## src/rtl/npc_pkg.sv

```systemverilog
package npc_pkg;

  typedef enum logic [2:0] {
    BR_NONE = 3'd0,
    BR_EQ   = 3'd1,
    BR_NE   = 3'd2,
    BR_LTZ  = 3'd3,
    BR_GEZ  = 3'd4,
    BR_LEZ  = 3'd5,
    BR_GTZ  = 3'd6,
    BR_RSVD = 3'd7
  } brKind_t;

  // comparator results, datapath -> control
  typedef struct packed {
    logic eq;
    logic neg;
    logic zero;
  } npcFlags_t;

  // strobes, control -> datapath
  typedef struct packed {
    logic selTarget;
  } npcStrobe_t;

endpackage

```

## src/rtl/npc_ctrl.sv

```systemverilog
module npc_ctrl
  import npc_pkg::*;
(
  input  logic       rstN,
  input  logic [2:0] brType,
  input  npcFlags_t  flags,
  output npcStrobe_t strobe
);

  brKind_t kind;
  logic    cond;

  assign kind = brKind_t'(brType);

  always_comb begin
    unique case (kind)
      BR_EQ:   cond = flags.eq;
      BR_NE:   cond = !flags.eq;
      BR_LTZ:  cond = flags.neg;
      BR_GEZ:  cond = !flags.neg;
      BR_LEZ:  cond = flags.neg || flags.zero;
      BR_GTZ:  cond = !flags.neg && !flags.zero;
      default: cond = 1'b0;
    endcase
  end

  // no redirect while the pipeline is held in reset
  assign strobe.selTarget = rstN && cond;

endmodule

```

## src/rtl/npc_dpath.sv

```systemverilog
module npc_dpath
  import npc_pkg::*;
#(
  parameter int          ADDR_W    = 32,
  parameter int          DATA_W    = 32,
  parameter int          REG_IDX_W = 5,
  parameter int          OFF_W     = 16,
  parameter logic [31:0] BOOT_ADDR = 32'hBFC0_0000
) (
  input  logic                 clk,
  input  logic                 rstN,
  input  logic [OFF_W-1:0]     brOffset,
  input  logic [REG_IDX_W-1:0] rsIdx,
  input  logic [REG_IDX_W-1:0] rtIdx,
  input  logic [DATA_W-1:0]    rsData,
  input  logic [DATA_W-1:0]    rtData,
  input  logic                 prevWrEn,
  input  logic                 prevIsLoad,
  input  logic [REG_IDX_W-1:0] prevDest,
  input  logic [DATA_W-1:0]    prevResult,
  input  npcStrobe_t           strobe,
  output npcFlags_t            flags,
  output logic [ADDR_W-1:0]    fetchAddr
);

  localparam int NUM_SRC = 2;
  localparam int EXT_W   = ADDR_W - OFF_W - 2;
  localparam logic [ADDR_W-1:0] WORD = ADDR_W'(4);

  logic [REG_IDX_W-1:0] srcIdx [NUM_SRC];
  logic [DATA_W-1:0]    srcReg [NUM_SRC];
  logic [DATA_W-1:0]    opVal  [NUM_SRC];

  assign srcIdx[0] = rsIdx;
  assign srcIdx[1] = rtIdx;
  assign srcReg[0] = rsData;
  assign srcReg[1] = rtData;

  // execute-to-execute bypass, one lane per comparator operand
  for (genvar g = 0; g < NUM_SRC; g++) begin : g_byp
    logic isZeroReg;
    logic fwdHit;
    assign isZeroReg = (srcIdx[g] == '0);
    assign fwdHit    = prevWrEn && !prevIsLoad && (prevDest != '0) && (prevDest == srcIdx[g]);
    assign opVal[g]  = isZeroReg ? '0 : (fwdHit ? prevResult : srcReg[g]);
  end

  // only cheap tests: no adder on the decision path
  assign flags.eq   = (opVal[0] == opVal[1]);
  assign flags.neg  = opVal[0][DATA_W-1];
  assign flags.zero = (opVal[0] == '0);

  logic [ADDR_W-1:0] pcReg;
  logic [ADDR_W-1:0] slotAddr;
  logic [ADDR_W-1:0] offExt;
  logic [ADDR_W-1:0] targetAddr;

  // pcReg holds branch+8 while the branch is in execute
  assign slotAddr   = pcReg - WORD;
  assign offExt     = {{EXT_W{brOffset[OFF_W-1]}}, brOffset, 2'b00};
  assign targetAddr = slotAddr + offExt;
  assign fetchAddr  = strobe.selTarget ? targetAddr : pcReg;

  always_ff @(posedge clk or negedge rstN) begin
    if (!rstN) pcReg <= BOOT_ADDR[ADDR_W-1:0];
    else       pcReg <= fetchAddr + WORD;
  end

endmodule

```

## src/rtl/delay_branch_npc.sv

```systemverilog
module delay_branch_npc
  import npc_pkg::*;
#(
  parameter int          ADDR_W    = 32,
  parameter int          DATA_W    = 32,
  parameter int          REG_IDX_W = 5,
  parameter int          OFF_W     = 16,
  parameter logic [31:0] BOOT_ADDR = 32'hBFC0_0000
) (
  input  logic                 clk,
  input  logic                 rstN,
  input  logic [2:0]           brType,
  input  logic [OFF_W-1:0]     brOffset,
  input  logic [REG_IDX_W-1:0] rsIdx,
  input  logic [REG_IDX_W-1:0] rtIdx,
  input  logic [DATA_W-1:0]    rsData,
  input  logic [DATA_W-1:0]    rtData,
  input  logic                 prevWrEn,
  input  logic                 prevIsLoad,
  input  logic [REG_IDX_W-1:0] prevDest,
  input  logic [DATA_W-1:0]    prevResult,
  output logic [ADDR_W-1:0]    fetchAddr,
  output logic                 taken
);

  npcFlags_t  flags;
  npcStrobe_t strobe;

  npc_ctrl u_ctrl (
    .rstN   (rstN),
    .brType (brType),
    .flags  (flags),
    .strobe (strobe)
  );

  npc_dpath #(
    .ADDR_W    (ADDR_W),
    .DATA_W    (DATA_W),
    .REG_IDX_W (REG_IDX_W),
    .OFF_W     (OFF_W),
    .BOOT_ADDR (BOOT_ADDR)
  ) u_dpath (
    .clk        (clk),
    .rstN       (rstN),
    .brOffset   (brOffset),
    .rsIdx      (rsIdx),
    .rtIdx      (rtIdx),
    .rsData     (rsData),
    .rtData     (rtData),
    .prevWrEn   (prevWrEn),
    .prevIsLoad (prevIsLoad),
    .prevDest   (prevDest),
    .prevResult (prevResult),
    .strobe     (strobe),
    .flags      (flags),
    .fetchAddr  (fetchAddr)
  );

  assign taken = strobe.selTarget;

endmodule

```

## config.mk

```make
export PLATFORM = sky130hd
export DESIGN_NAME = delay_branch_npc
export DESIGN_NICKNAME = d
export VERILOG_FILES = /design/src/rtl/npc_pkg.sv /design/src/rtl/npc_ctrl.sv /design/src/rtl/npc_dpath.sv /design/src/rtl/delay_branch_npc.sv
export SDC_FILE = /design/constraint.sdc
export NUM_CORES = 1
export LEC_CHECK = 0
export ABC_AREA = 1
export BUFFER_PORTS_ARGS = -buffer_cell sky130_fd_sc_hd__buf_2
export CORE_ASPECT_RATIO = 0.75
export CORE_MARGIN = 2
export CORE_UTILIZATION = 36
export CTS_BUF_LIST = sky130_fd_sc_hd__clkbuf_4 sky130_fd_sc_hd__clkbuf_8 sky130_fd_sc_hd__clkbuf_16
export CTS_CLUSTER_DIAMETER = 30
export DETAILED_ROUTE_END_ITERATION = 7
export GPL_TIMING_DRIVEN = 0
export PLACE_DENSITY = 0.57
export SETUP_SLACK_MARGIN = 0.15
export SLEW_MARGIN = 20
export SYNTH_ARGS = -nofsm -noshare
export SYNTH_HDL_FRONTEND = slang
export SYNTH_SLANG_ARGS = --single-unit
```

## constraint.sdc

```tcl
create_clock -name clk -period 3.9 [get_ports clk]
set_input_delay 0.39 -clock clk [delete_from_list [all_inputs] [get_ports clk]]
set_output_delay 0.39 -clock clk [all_outputs]
set_load 0.02 [all_outputs]
```

==> results.ini, run 1 <==
[run_status]
status = finished, final reports clean

[clocking]
cts_hold_buf = 0
clock-root-buffer = clkbuf_16
htree_num_levels = 2
cts_buffer_depth = 2
clk_pin_slew_worst_paths_ns = 0.05
clk-insertion-delay-late_ns = 0.28
clock_sinks = 30
cts_tree = done
cts_made_buffers = 5

[critical_path]
cp_max_fo = 10
crit_required_ns = 3.51
critical_path.top_delay_family = simple AND/OR/NAND/NOR gates
crit_type = in2out
crit_buf_inv = 8
reg2reg_to = u_dpath.pcReg[31]$_DFF_PN1_
worstPathCellList = buf_2 -> nor2_1 -> nand3_1 -> nand2_2 -> inv_2 -> buf_8 -> nand3_4 -> buf_12 -> buf_12 -> nand2_1 -> nand3_2 -> o21ai_0 -> nand2_1 -> nand2_1 -> nor2_4 -> nand2_2 -> nor2_4 -> nand3_2 -> nand3_4 -> buf_6 -> buf_6 -> nand3_1 -> nand2_1 -> buf_2
worst_path_most_repeated_cell = nand2_1
endpoint_kind = primary output
worstPathArrival_ns = 3.27
r2r_slack_ns = 0.41
cpPeakStageDelay_ns = 0.20
crit_path_start_kind = primary input
reg2reg_from = u_dpath.pcReg[22]$_DFF_PN1_
critical_path.slowest_cell = buf_2
r2r_cells = 23

[logic_synthesis]
yosys.area.top_type = nand2_1
ys_seq_area_frac = 0.103
synth.cell_area_um2 = 7420
yosysTopAreaCellShare = 0.233
synth_cells = 1404
ys_types = 40
synth_area_leaders = nand2_1 (23%), inv_1 (14%), ha_1 (9.8%)
ys_seq_elements = 30
yosys_warnings = 0
avgSynthCellArea_um2 = 5.29

[final_layout]
multi_input_area_um2 = 5770
nNetsFinal = 1818
design_area_um2 = 9960
final-seq-area_um2 = 762
area_delta_synth_final_pct = 34.3
top_regs = u_dpath.pcReg (30)
layout_commonest_cell = nand2_1
layout-drive-gt1-share = 0.271
largest_register_ffs = 30
stdcell_count = 1885
regMostFlops = u_dpath.pcReg
fillers = 2167
final_cell_mix = nand2_1 (426), inv_1 (280), buf_2 (160)

[sta]
finalCriticalPeriod_ns = 3.66
fin_worst_skew_ns = 0.00645
rsz0062_at_grt = yes
fin_tns_setup_ns = 0
final.setup.worst_slack_ns = 0.236
worst_pin_slew_ns = 0.858
max_freq_mhz = 273
fin_crit_sh = 0.939
final_max_slew_viol_count = 0
maxSlewHeadroom = 0.428
finalSetupViolCount = 0
hold_viol = 0

[grt]
grt_pass1_vias = 8278
overflow = 0
grt.busiest_layer = met1
grt_max_degree = 34
grt_pass1_wl_um = 42500
met2_usage = 0.352
antenna_found_initial = 1
grt.met1_usage = 0.394
met3_usage = 0.0274
grt_usage = 0.245

[route]
first_iter_violations = 823
vias_per_cell = 4.91
num_vias = 9250
drtAntennaViolNets = 0
drc = 0
drt-total-wl_um = 28000
drtPass1Iterations = 5
detail_route.wl_per_cell_um = 14.9

[die]
core-area_um2 = 20200
fp-row-count = 45
die_y_um = 128
die_w_um = 170
start_util = 0.367
io_pins = 167
dieArea_um2 = 21800

[placement]
placedInstanceArea_um2 = 8570
dp_cells = 1827
gp_congestion = 0.976
port-buffer-count = 164
hpwlAfterDp_um = 22000
post-place-ws_ns = -0.524

[min_path]
hp-class = in2async

[power]
p_leak_nw = 5.98
power_density_nw_per_um2 = 624
ir_drop_uv = 516

[flow_run]
drv_cap = 0

metal layers:
| metal | up-vias | wire length [um] |
|---|---|---|
| met5 | - | 0 |
| met4 | 0 | 286 |
| met1 | 4146 | 14500 |
| met2 | 385 | 10900 |
| met3 | 22 | 2380 |
| li1 | 4697 | - |
repair_timing:
action	CTS	global route
hold endpoints to repair	0	0
pin swaps	4	54
gates resized for setup	26	177
endpoints found under the setup margin	51	58
cloned	0	6
setup buffers	8	35
area by class of cell:
cell class / instances / area share
Multi-Input combinational cell: 1023 / 0.579
Timing Repair Buffer: 213 / 0.143
Inverter: 311 / 0.118
Sequential cell: 30 / 0.0765
Buffer: 41 / 0.0340
Tap cell: 258 / 0.0324
Clock buffer: 8 / 0.0167
Antenna cell: 1 / 0.000251
report_power, final:
part	total (mW)	internal [mW]	switching, mW
clock	0.430	0.289	0.141
sequential	0.606	0.493	0.112
combinational	5.18	1.99	3.19
worst max path at each step:
stage / endpoint / cells after the start / slack, ns / from
after detailed placement: u_dpath.pcReg[16]$_DFF_PN0_ / 23 / -0.52 / rsIdx[2]
after CTS: fetchAddr[31] / 26 / 0.07 / prevDest[1]
after global routing: u_dpath.pcReg[29]$_DFF_PN1_ / 33 / 0.06 / rsIdx[1]
after global placement: u_dpath.pcReg[16]$_DFF_PN0_ / 23 / -0.51 / rsIdx[3]
after floorplan: u_dpath.pcReg[30]$_DFF_PN0_ / 26 / 0.51 / brOffset[2]
final: fetchAddr[17] / 24 / 0.24 / prevDest[4]
per-stage QoR:
stage	power (mW)	utilization	hold slack (ns)
5_1_grt	6.74	0.493	0.290
2_1_floorplan	3.59	-	0.0944
3_3_place_gp	4.78	0.424	0.535
3_5_place_dp	4.79	0.424	0.530
4_1_cts	5.36	0.439	0.237
6_report	6.22	0.493	0.230
synth_stat cells, drive strengths merged:
master	n
a211oi	1
a21boi	1
a21oi	33
a31oi	1
and2	1
buf	35
clkbuf	6
clkinv	12
conb	1
dfrtp	21
dfstp	9
fa	1
ha	58
inv	299
nand2	487
nand3	97
nand3b	18
nand4	46
nor2	177
nor3	6
nor4	1
o21a	4
o21ai	37
o21bai	1
o221ai	3
o31ai	2
or2	1
xnor2	19
xor2	26
logic make-up after synthesis:
family,count (synthesis),share of synthesized area
and+or+nand+nor,834,0.489
buffers and inverters,352,0.193
xor gates and xnor gates,45,0.0531
adders and majority gates,59,0.100
other,1,0.000505
AOI/OAI and AO/OA,83,0.0612
DFF,30,0.103
worst register-to-register path: cells and delay by family, from the launching register on:
| kind | cells | cell delay (ns) |
|---|---|---|
| simple gates | 15 | 1.61 |
| fa+ha+maj | 2 | 0.64 |
| flops | 1 | 0.52 |
| xor+xnor | 1 | 0.26 |
| buf+inv | 4 | 0.25 |
| compound gates | 1 | 0.14 |
No activity file was read; power rests on OpenSTA's default activity.
==> run 2: changes to the inputs <==
- RECOVER_POWER: not set -> 100
==> run 2 against run 1 <==
Design area down 0.11%. Worst hold slack about the same. Wire length increased by 0.23%. First-iteration DRC count shrank 3.9%. Register-to-register slack about the same. Sequential share of layout area hardly changed. Flip-flop and latch count unchanged.
==> results.ini, run 2 (synthesis gave the netlist of run 1 again) <==
[critical_path]
worstPathCellList = buf_2 -> nor2_1 -> nand3_1 -> nand2_1 -> inv_2 -> buf_8 -> nand3_4 -> buf_12 -> buf_12 -> nand2_1 -> nand3_2 -> o21ai_0 -> nand2_1 -> nand2_1 -> nor2_4 -> nand2_2 -> nor2_4 -> nand3_2 -> nand3_4 -> buf_6 -> buf_6 -> nand3_1 -> nand2_1 -> buf_2
crit_type = in2out
crit_required_ns = 3.51  ; about the same
crit_path_start_kind = primary input
worst_path_most_repeated_cell = nand2_1
critical_path.slowest_cell = buf_2
cpPeakStageDelay_ns = 0.21  ; about the same
endpoint_kind = primary output
worstPathArrival_ns = 3.33  ; +0.06 ns
cp_max_fo = 10  ; unchanged

[sta]
rsz0062_at_grt = yes
fin_worst_skew_ns = 0.00779  ; +0.00134 ns
max_freq_mhz = 269  ; -1.5%
finalSetupViolCount = 0  ; unchanged
hold_viol = 0  ; unchanged
finalCriticalPeriod_ns = 3.72  ; +0.0546 ns
worst_pin_slew_ns = 0.865  ; +0.00676 ns
maxSlewHeadroom = 0.423  ; -0.00451
fin_crit_sh = 0.953  ; +0.0140
final_max_slew_viol_count = 0  ; unchanged
whs_ns = 0.229  ; -0.000368 ns

[route]
first_iter_violations = 791  ; -3.9%
vias_per_cell = 4.94  ; +0.68%
drt-total-wl_um = 28100  ; +0.23%
drc = 0  ; unchanged
drtAntennaViolNets = 0  ; unchanged
num_vias = 9313  ; +0.68%
detail_route.wl_per_cell_um = 14.9  ; +0.23%
drtPass1Iterations = 7  ; +2

[placement]
hpwlAfterDp_um = 22000  ; unchanged
dp_cells = 1827  ; unchanged
port-buffer-count = 164  ; unchanged
placedInstanceArea_um2 = 8570  ; unchanged
gp_congestion = 0.976  ; unchanged

[clocking]
clock-root-buffer = clkbuf_16
clk-insertion-delay-late_ns = 0.28  ; about the same
clock_sinks = 30  ; unchanged
cts_buffer_depth = 2  ; unchanged
cts_tree = done
clk_pin_slew_worst_paths_ns = 0.05  ; about the same
cts_made_buffers = 5  ; unchanged
htree_num_levels = 2  ; unchanged

[die]
start_util = 0.367  ; unchanged
dieArea_um2 = 21800  ; unchanged
io_pins = 167  ; unchanged
fp-row-count = 45  ; unchanged
die_w_um = 170  ; unchanged
die_y_um = 128  ; unchanged
core-area_um2 = 20200  ; unchanged

[grt]
grt_usage = 0.245  ; unchanged
grt_max_degree = 34  ; unchanged
grt_pass1_wl_um = 42500  ; unchanged
grt_pass1_vias = 8278  ; unchanged
overflow = 0  ; unchanged
antenna_found_initial = 1  ; unchanged

[final_layout]
area_delta_synth_final_pct = 34.1
design_area_um2 = 9950  ; -0.11%
regMostFlops = u_dpath.pcReg
stdcell_count = 1885  ; unchanged
final_cell_mix = nand2_1 (427), inv_1 (280), buf_2 (153)
top_regs = u_dpath.pcReg (30)
layout-drive-gt1-share = 0.266  ; -0.00431
largest_register_ffs = 30  ; unchanged
fillers = 2172  ; +0.23%
layout_commonest_cell = nand2_1
nNetsFinal = 1818  ; unchanged
fin_util = 0.492  ; -0.000557

[min_path]
hp-class = in2async

[power]
power_density_nw_per_um2 = 624  ; about the same
ir_drop_uv = 515  ; -0.33%
p_leak_nw = 5.97  ; -0.25%

[flow_run]
drv_cap = 0  ; unchanged

[run_status]
status = finished, final reports clean

run 2: cell types whose count changed in the layout (fill, tap and decap cells not counted):
cell,before,now
nand2_1,426,427
clkbuf_1,3,8
nor2_1,140,141
buf_2,160,153
nand2_2,50,49
clkbuf_2,3,5
nor2_2,20,19
run 2: layout make-up:
type,count,area [um^2],area share
Antenna cell,1,2.50,0.000251
Tap cell,258,323,0.0324
Multi-Input combinational cell,1023,5770,0.579
Timing Repair Buffer,213,1420,0.143
Clock buffer,8,166,0.0167
Inverter,311,1170,0.118
Buffer,41,339,0.0341
Sequential cell,30,762,0.0766
run 2: final timing paths:
| check | startpoint | end | slack, ns | cells past startpoint |
|---|---|---|---|---|
| setup / recovery | prevDest[4] | fetchAddr[17] | 0.18 | 24 |
| max in group asynchronous | rstN | u_dpath.pcReg[7]$_DFF_PN0_ | 3.13 | 1 |
| hold / removal | rstN | u_dpath.pcReg[15]$_DFF_PN0_ | 0.23 | 1 |
| hold reg to reg | u_dpath.pcReg[6]$_DFF_PN0_ | u_dpath.pcReg[6]$_DFF_PN0_ | 0.63 | 3 |
| setup reg to reg | u_dpath.pcReg[22]$_DFF_PN1_ | u_dpath.pcReg[31]$_DFF_PN1_ | 0.42 | 23 |
| min in group clk | u_dpath.pcReg[6]$_DFF_PN0_ | u_dpath.pcReg[6]$_DFF_PN0_ | 0.63 | 3 |
run 2: stage by stage:
step                      worst slack [ns]  setup TNS, ns  total power, mW
final                                0.181              0             6.21
after global routing                0.0331              0             6.73
after CTS                           0.0691              0             5.36
after detailed placement            -0.524          -7.10             4.79
after global placement              -0.507          -6.95             4.78
after floorplan                      0.513              0             3.59
run 2: what timing repair did:
action                                  CTS  global route
buffers inserted                          8            35
endpoints found under the setup margin   51            58
hold buffers                              0             0
resized for setup                        26           177
pin swaps                                 4            54
cloned                                    0             6
run 2: critical path, delay by kind of cell:
kind	cells	cell delay, ns
buffers and inverters	8	1.17
AND/OR/NAND/NOR	15	1.64
AO/OA/AOI/OAI	1	0.10
run 2: layer usage:
layer,track usage,routed length (um),vias to the layer above
met2,0.352,10900,392
li1,-,-,4696
met3,0.0274,2550,29
met1,0.394,14300,4196
met5,0,0,-
met4,0.0347,347,0
run 2: power by group:
group	total, mW	switching [mW]	internal, mW
clock network	0.434	0.145	0.289
logic	5.17	3.19	1.98
registers	0.607	0.114	0.493
